<file path="config.mk">
export PLATFORM = sky130hd
export DESIGN_NAME = page_ecc_gen
export DESIGN_NICKNAME = d
export VERILOG_FILES = /design/src/rtl/page_ecc_gen.sv
export SDC_FILE = /design/constraint.sdc
export NUM_CORES = 1
export LEC_CHECK = 0
export ABC_AREA = 1
export BUFFER_PORTS_ARGS = -buffer_cell sky130_fd_sc_hd__buf_2
export CAP_MARGIN = 20
export CORE_ASPECT_RATIO = 0.7
export CORE_MARGIN = 2
export CORE_UTILIZATION = 45
export DETAILED_ROUTE_END_ITERATION = 10
export HOLD_SLACK_MARGIN = 0.05
export SYNTH_ARGS = -nofsm -noshare
export SYNTH_HDL_FRONTEND = slang
export SYNTH_SLANG_ARGS = --single-unit
</file>
<file path="constraint.sdc">
create_clock -name clk -period 2.85 [get_ports clk]
set_input_delay 0.1425 -clock clk [delete_from_list [all_inputs] [get_ports clk]]
set_output_delay 0.1425 -clock clk [all_outputs]
set_load 0.005 [all_outputs]
</file>
<file path="src/rtl/page_ecc_gen.sv">
module page_ecc_gen #(
  parameter int BUSY_CYCLES = 4
) (
  input  logic        clk,
  input  logic        rst_n,
  input  logic [1:0]  page_cfg,
  input  logic        wide,
  input  logic        data_valid,
  input  logic        data_last,
  input  logic [31:0] data_in,
  input  logic [2:0]  rd_addr,
  output logic [31:0] rd_data
);
  localparam int CW = $clog2(BUSY_CYCLES + 1);

  logic          active, full;
  logic [8:0]    bcnt;
  logic [1:0]    sec;
  logic [CW-1:0] post_cnt;
  logic [23:0]   acc;
  logic [23:0]   code_q [4];
  logic [3:0]    vld_q;

  logic tail, busy, beat, starting, take, close, sec_done;
  logic [1:0]  nsec_m1, sec_cur;
  logic [8:0]  b0;
  logic [9:0]  cnt_next;
  logic [23:0] nxt;
  logic [7:0]  lane_b;
  logic [8:0]  idx;
  logic        par;

  assign tail     = post_cnt != '0;
  assign busy     = active || tail;
  assign beat     = data_valid && !tail;
  assign starting = beat && !active;
  assign take     = beat && !(active && full);
  assign nsec_m1  = (page_cfg == 2'd3) ? 2'd3 : (page_cfg == 2'd2) ? 2'd1 : 2'd0;
  assign b0       = starting ? 9'd0 : bcnt;
  assign sec_cur  = starting ? 2'd0 : sec;
  assign cnt_next = {1'b0, b0} + (wide ? 10'd4 : 10'd1);
  assign sec_done = cnt_next[9];
  assign close    = take && (sec_done || data_last);

  always_comb begin
    nxt    = starting ? 24'd0 : acc;
    lane_b = '0;
    idx    = '0;
    par    = 1'b0;
    for (int l = 0; l < 4; l++) begin
      if (l == 0 || wide) begin
        lane_b = data_in[8*l +: 8];
        idx    = b0 + 9'(l);
        par    = ^lane_b;
        for (int i = 0; i < 8; i++)
          for (int k = 0; k < 3; k++)
            if (((i >> k) & 1) == 1) nxt[k] = nxt[k] ^ lane_b[i];
            else                     nxt[12+k] = nxt[12+k] ^ lane_b[i];
        for (int j = 0; j < 9; j++)
          if (idx[j]) nxt[3+j]  = nxt[3+j] ^ par;
          else        nxt[15+j] = nxt[15+j] ^ par;
      end
    end
  end

  always_ff @(posedge clk or negedge rst_n) begin
    if (!rst_n) begin
      active   <= 1'b0;
      full     <= 1'b0;
      bcnt     <= '0;
      sec      <= '0;
      post_cnt <= '0;
      acc      <= '0;
      vld_q    <= '0;
      for (int s = 0; s < 4; s++) code_q[s] <= '0;
    end else begin
      if (starting) begin
        active <= 1'b1;
        full   <= 1'b0;
        vld_q  <= '0;
        for (int s = 0; s < 4; s++) code_q[s] <= '0;
      end
      if (take) begin
        if (close) begin
          code_q[sec_cur] <= nxt;
          vld_q[sec_cur]  <= 1'b1;
          acc             <= '0;
          bcnt            <= '0;
          if (sec_cur == nsec_m1) begin
            if (!data_last) full <= 1'b1;
            sec <= sec_cur;
          end else begin
            sec <= sec_cur + 2'd1;
          end
        end else begin
          acc  <= nxt;
          bcnt <= cnt_next[8:0];
          sec  <= sec_cur;
        end
      end
      if (beat && data_last) begin
        active   <= 1'b0;
        full     <= 1'b0;
        post_cnt <= CW'(BUSY_CYCLES);
      end else if (tail) begin
        post_cnt <= post_cnt - 1'b1;
      end
    end
  end

  always_comb begin
    case (rd_addr)
      3'd0, 3'd1, 3'd2, 3'd3:
        rd_data = {1'b0, vld_q[rd_addr[1:0]], 6'b0, code_q[rd_addr[1:0]]};
      3'd4:    rd_data = {25'b0, busy, 6'b0};
      default: rd_data = 32'd0;
    endcase
  end
endmodule

</file>
==> reports/results.txt, run 1 <==
total global-route track usage - 27.3%
number of flops mapped to enable cells by yosys - 0
clock buffer count from CTS - 17
clock period minus worst slack - 2720 ps
fillcell total - 2226
first-pass GRT wire length - 51100 um
classification of the worst setup path - flop to flop
cell internal pwr - 5.47 mW
Placer Congestion - 0.924
utilization after layout - 52.5%
wire length on met3 - 2230 um
DRT antenna net count - 0
Max-cap violations - 0
combinational cell fraction of total power - 46.1%
highest fanout seen on the critical path - 28
routed wire length on met2 - 13200 um
areal power density over the cells - 831 nW/um2
Max stage delay cell, worst path - sky130_fd_sc_hd__dfrtp_1
Synth warnings - 0
Critical Path Start Type - flop
worst endpoint required time - 3140 ps
total standard cell area after synthesis - 10200 um2
Wirelength per Cell - 16.1 um
crit path DAT - 3000 ps
critical path's top delay family - simple AND/OR/NAND/NOR gates
initial antenna violation count - 0
Std-Cell Core Area - 22500 um2
Slew @ Worst Pin - 699 ps
combined area of the multi-input logic cells - 6050 um2
std cell rows - 46
worst path bufs/invs - 3
Synth area leaders - sky130_fd_sc_hd__dfrtp_1 34%, sky130_fd_sc_hd__nand2_1 20%, sky130_fd_sc_hd__nand3_1 11%
pre-CTS setup slack - -9.65 ps
net total in the final layout - 1683
count of input and output buffers - 66
initial core utilization - 45.5%
DIE HEIGHT - 130 um
TritonCTS clock tree - done
pins over their slew limit - 0
Top FF cell, synth - sky130_fd_sc_hd__dfrtp_1
number of cells produced by synthesis - 1565
iteration count of the initial detailed-routing pass - 5
clock net sink count - 140
half-perimeter wire length after placement - 21200 um
Total Wirelength - 31500 um
endpoints failing setup - 0
gr ovfl total - 0
leading cell type by number of instances after synthesis - sky130_fd_sc_hd__nand2_1
max-slew headroom at the worst pin - 53.4%
pin count of the biggest net entering global routing - 114
number of buffers between clock root and the deepest sink - 2
distinct cell type count after synthesis - 41
clock latency on the worst-skew pair - 430 ps
clock slew at reported path FFs - 60 ps
full die area - 24000 um2
result of the run - finished clean
RSZ-0062 raised after global routing - yes
sequential cell area fraction in the yosys report - 34.2%
Max Clk Rate - 368 MHz
area delta synth->final - 15.3%
share of power burned in registers - 30.4%
library cell occupying the most area in the post-synthesis netlist - sky130_fd_sc_hd__dfrtp_1
initial DRC count - 1029
switching power summed over all nets - 4.34 mW
area taken by flip-flops and latches - 3500 um2
wire length on met1 - 15700 um
element type at the critical path end - flop
number of global-route vias before repair - 9638
drt via density - 5.29
Post-synth top cells - 549 x sky130_fd_sc_hd__nand2_1, 219 x sky130_fd_sc_hd__nand3_1, 154 x sky130_fd_sc_hd__nor2_1, 140 x sky130_fd_sc_hd__dfrtp_1, 119 x sky130_fd_sc_hd__inv_1
hold slack - 98.6 ps
top routing layer used - met4
cells along the critical path - inv_2 > ha_4 > nand4_4 > nand2_1 > inv_2 > ha_1 > nand3_1 > nand2_2 > nand4_4 > nand2_2 > nand2_4 > inv_8 > nand2_8 > nand3_1 > o21ai_0
final antenna diode count - 0
post-synth top area share - 34.2%
CP peak stage delay - 400 ps
share of total power consumed by net switching - 44.2%
CTS Root Buffer Type - sky130_fd_sc_hd__clkbuf_16
post-layout worst setup margin - 135 ps
post-route clock period utilization - 95.3%
detailed-route via count - 10324
DIE WIDTH - 184 um
H-tree depth - 4
number of flip-flops and latches in the synthesized netlist - 140
Hold Path Class - input pin to flop
DRC violations left - 0
Synth Area per Inst - 6.54 um2
static power due to leakage - 6.29 nW
Fin. Hold Viols - 0
setup clock skew after layout - 8.18 ps
top-level I/O count - 74
Clk network pwr share - 23.5%
fraction of layout instances using a drive strength above 1 - 13.5%
async set-reset flop share out of synthesis - 100%
Max rail drop VDD - 536 uV
[cell type report]
class	instances	area share (%)
clock buffer	17	3.60
clock inverter	14	1.44
inverter	135	4.41
multi-input combinational	1226	51.3
sequential	140	29.7
tap	312	3.31
timing repair buffer	108	6.30
[power by group through the flow]
stage | Clock [mW] | Sequential, mW | Combinational, mW
floorplan | 0 | 2.89 | 3.12
global placement | 0 | 3.00 | 4.16
detailed placement | 0 | 3.00 | 4.24
CTS | 2.34 | 2.97 | 4.28
global route | 2.43 | 3.06 | 5.11
finish | 2.31 | 2.99 | 4.52
[stage by stage]
stage | power [mW] | instances | TNS [ps] | cell area, um2
2_1_floorplan | 6.01 | 1571 | 0 | 10300
3_3_place_gp | 7.16 | 1906 | 0 | 10900
3_5_place_dp | 7.24 | 1906 | -9.65 | 10900
4_1_cts | 9.60 | 1939 | -17.2 | 11600
5_1_grt | 10.6 | 1952 | -100 | 11800
6_report | 9.82 | 1952 | 0 | 11800
[state kept, by name, indices dropped and copies added, names as in the netlist]
register,cells
bcnt,9
post_cnt,3
vld_q,4
full,1
acc,24
active,1
sec,2
code_q,96
[cell usage in the layout (no fill, tap or decap), types with 5 or more instances in the layout]
master                       count
sky130_fd_sc_hd__xnor2_1        35
sky130_fd_sc_hd__buf_12          7
sky130_fd_sc_hd__inv_2          15
sky130_fd_sc_hd__nand2_2        25
sky130_fd_sc_hd__o21ai_0        85
sky130_fd_sc_hd__dfrtp_1       140
sky130_fd_sc_hd__clkbuf_16      17
sky130_fd_sc_hd__conb_1          7
sky130_fd_sc_hd__buf_4          33
sky130_fd_sc_hd__inv_1         115
sky130_fd_sc_hd__o21ai_1         9
sky130_fd_sc_hd__nor2_1        151
sky130_fd_sc_hd__nand3_1       215
sky130_fd_sc_hd__nand4_1        20
sky130_fd_sc_hd__nor2_4          8
sky130_fd_sc_hd__nand2_1       538
sky130_fd_sc_hd__clkinvlp_4      5
sky130_fd_sc_hd__ha_1           11
sky130_fd_sc_hd__buf_2          65
sky130_fd_sc_hd__xor2_1         40
sky130_fd_sc_hd__nor2_2         11
sky130_fd_sc_hd__a21oi_1        30
[path summary, 6_finish.rpt]
path	slack (ps)	to	startpoint	cells past startpoint
worst max-delay path	130	code_q[74]	post_cnt[0]	15
worst min-delay path	100	full	page_cfg[1]	4
worst max register to register	130	code_q[74]	post_cnt[0]	15
worst min register to register	480	acc[22]	acc[22]	2
max in group asynchronous	1860	code_q[44]	rst_n	3
min in group asynchronous	300	bcnt[2]	rst_n	2
[layer usage]
metal  global-route usage, %  up-vias
met5                       0        -
met4                    5.65        0
met3                    5.53       21
met2                    41.1      327
met1                    40.5     4893
li1                        -     5083
[kinds of logic (layout without fill, tap and decap cells)]
kind of cell	count (synthesis)	after routing	share of synthesized area [%]
AOI/OAI and AO/OA	139	139	7.24
other	1	7	0.0366
xor gates and xnor gates	77	77	6.72
adders and majority gates	13	13	1.59
and+or+nand+nor	990	990	41.8
buffers and inverters	205	274	8.42
DFF	140	140	34.2
[repair_timing]
item / 4_1_cts / 5_1_grt
setup endpoints to repair: 6 / 112
pin swaps: 0 / 11
setup buffers: 0 / 13
endpoints found under the hold margin: 67 / 0
resized for setup: 2 / 35
hold buffers: 2 / 0
[worst reg2reg max path: stages (launching register included)]
cell and delay, ps:
sky130_fd_sc_hd__dfrtp_1 400, sky130_fd_sc_hd__inv_2 90, sky130_fd_sc_hd__ha_4 140, sky130_fd_sc_hd__nand4_4 180, sky130_fd_sc_hd__nand2_1 150, sky130_fd_sc_hd__inv_2 100
sky130_fd_sc_hd__ha_1 340, sky130_fd_sc_hd__nand3_1 100, sky130_fd_sc_hd__nand2_2 130, sky130_fd_sc_hd__nand4_4 140, sky130_fd_sc_hd__nand2_2 140, sky130_fd_sc_hd__nand2_4 100
sky130_fd_sc_hd__inv_8 160, sky130_fd_sc_hd__nand2_8 180, sky130_fd_sc_hd__nand3_1 140, sky130_fd_sc_hd__o21ai_0 90
Note: power is estimated with default switching activity, not from simulation.
==> run 2: changes to the inputs <==
- CTS_CLUSTER_DIAMETER: not set -> 120
- MAX_ROUTING_LAYER: not set -> met4
- SLEW_MARGIN: not set -> 40
==> reports/results.txt, run 2 (synthesized netlist as in run 1, its figures left out) <==
result of the run - finished clean
combined area of the multi-input logic cells - 6050 um2 (unchanged)
pin count of the biggest net entering global routing - 114 (unchanged)
Placer Congestion - 0.940 (+1.8%)
detailed-route via count - 10260 (-0.62%)
Max-cap violations - 0 (unchanged)
leading cell type in the layout, fill and taps excluded - sky130_fd_sc_hd__nand2_1
Slew @ Worst Pin - 700 ps (+0.654 ps)
first-pass GRT wire length - 51100 um (about the same)
highest fanout seen on the critical path - 28 (unchanged)
worst endpoint required time - 3140 ps (about the same)
clock buffer count from CTS - 17 (unchanged)
fraction of layout instances using a drive strength above 1 - 13.5% (about the same)
hold path start - page_cfg[1]
Reg2Reg Launch Point - post_cnt[0]
Std-Cell Core Area - 22500 um2 (unchanged)
CTS Root Buffer Type - sky130_fd_sc_hd__clkbuf_16
DRC violations left - 0 (unchanged)
final instance area - 11800 um2 (about the same)
count of input and output buffers - 66 (unchanged)
initial core utilization - 45.5% (unchanged)
total global-route track usage - 28.2% (+0.85 points)
top library cells by usage in the layout, fill and taps aside - 539 x sky130_fd_sc_hd__nand2_1, 215 x sky130_fd_sc_hd__nand3_1, 151 x sky130_fd_sc_hd__nor2_1
setup clock skew after layout - 10.4 ps (+2.18 ps)
TritonCTS clock tree - done
H-tree depth - 4 (unchanged)
total cell area at the placement stage - 10900 um2 (unchanged)
CP peak stage delay - 400 ps (about the same)
Max Clk Rate - 371 MHz (+0.80%)
pins over their slew limit - 0 (unchanged)
half-perimeter wire length after placement - 21200 um (unchanged)
area taken by flip-flops and latches - 3500 um2 (unchanged)
pre-CTS setup slack - -9.65 ps (unchanged)
Critical Path Start Type - flop
net total in the final layout - 1682 (-0.059%)
DIE HEIGHT - 130 um (unchanged)
post-layout worst setup margin - 156 ps (+21.4 ps)
areal power density over the cells - 831 nW/um2 (about the same)
Max rail drop VDD - 535 uV (-0.25%)
Total Power Consumption - 9.81 mW (about the same)
DIE WIDTH - 184 um (unchanged)
clock slew at reported path FFs - 60 ps (about the same)
initial DRC count - 953 (-7.4%)
drt via density - 5.26 (-0.57%)
full die area - 24000 um2 (unchanged)
DRT antenna net count - 0 (unchanged)
top flop regs - code_q (96), acc (24), bcnt (9)
fillcell total - 2227 (+0.045%)
number of global-route vias before repair - 9636 (-0.021%)
std cell rows - 46 (unchanged)
area delta synth->final - 15.3% (about the same)
clock net sink count - 140 (unchanged)
placed cell count - 1906 (unchanged)
number of buffers between clock root and the deepest sink - 2 (unchanged)
initial antenna violation count - 0 (unchanged)
endpoints failing setup - 0 (unchanged)
element type at the critical path end - flop
static power due to leakage - 6.28 nW (about the same)
Wirelength per Cell - 16.1 um (-0.13%)
number of flip-flops in the largest register - 96 (unchanged)
final non-filler cell total - 1951 (-0.051%)
clock latency on the worst-skew pair - 440 ps (about the same)
iteration count of the initial detailed-routing pass - 5 (unchanged)
clock period minus worst slack - 2690 ps (-21.4 ps)
final antenna diode count - 0 (unchanged)
top-level I/O count - 74 (unchanged)
post-route clock period utilization - 94.5% (-0.75 points)
Fin. Hold Viols - 0 (unchanged)
RSZ-0062 raised after global routing - yes
gr ovfl total - 0 (unchanged)
launch point of the critical path - post_cnt[0]
Hold Path Class - input pin to flop
classification of the worst setup path - flop to flop
Max stage delay cell, worst path - sky130_fd_sc_hd__dfrtp_1
register ranked first by flip-flop count - code_q
cells along the critical path - inv_2 > ha_4 > nand4_4 > nand2_1 > inv_2 > ha_1 > nand3_1 > nand2_2 > nand4_4 > nand2_2 > nand2_4 > clkinv_8 > nand2_8 > nand3_1 > o21ai_0
crit path DAT - 2980 ps (-20 ps)
Total Wirelength - 31500 um (-0.18%)
max-slew headroom at the worst pin - 53.3% (about the same)
## run 2: cell types whose count changed in the layout (fill, tap and decap cells not counted), sizes merged
cell and change:
buf -1, clkinv +1, inv -1
## run 2: area by class of cell
class | count | share of cell area [%]
clock buffer | 17 | 3.60
clock inverter | 14 | 1.44
inverter | 135 | 4.45
multi-input combinational | 1226 | 51.3
sequential | 140 | 29.7
tap | 312 | 3.31
timing repair buffer | 107 | 6.24
## run 2: metal layers
metal / track usage, % / vias to the layer above / routed length (um)
li1: - / 5083 / -
met1: 40.5 / 4841 / 15800
met2: 41.2 / 313 / 13100
met3: 5.44 / 23 / 2180
met4: 5.65 / 0 / 335
met5: - / - / 0
## run 2: power by group
part | leakage (nW) | switching (mW) | internal, mW
Combinational | 4.11 | 3.01 | 1.50
Clock | 0.282 | 0.940 | 1.37
Sequential | 1.90 | 0.385 | 2.60
## run 2: metrics by stage
stage | TNS [ps] | utilization, % | hold slack, ps
2_1_floorplan | 0 | - | -153
3_3_place_gp | 0 | 48.6 | 210
3_5_place_dp | -9.65 | 48.6 | 215
4_1_cts | -17.2 | 51.4 | 91.1
5_1_grt | -58.6 | 52.5 | 116
6_report | 0 | 52.5 | 101
## run 2: critical path, delay by kind of cell (launching register included)
kind	cells	cell delay [ps]
compound gates	1	90
fa+ha+maj	2	480
buf+inv	3	320
flops	1	400
simple gates	9	1240
## run 2: timing repair
item | CTS | global route
buffers inserted | 0 | 12
pin swaps | 0 | 11
hold endpoints to repair | 67 | 0
resized for setup | 2 | 37
hold buffers | 2 | 0
endpoints found under the setup margin | 6 | 112
## run 2: worst paths after layout
kind	to	slack [ps]	cells after the start
worst max-delay path	code_q[74]	160	15
worst min-delay path	full	100	4
worst max register to register	code_q[74]	160	15
worst min register to register	acc[13]	480	2
max in group asynchronous	code_q[24]	1850	3
min in group asynchronous	bcnt[2]	290	2
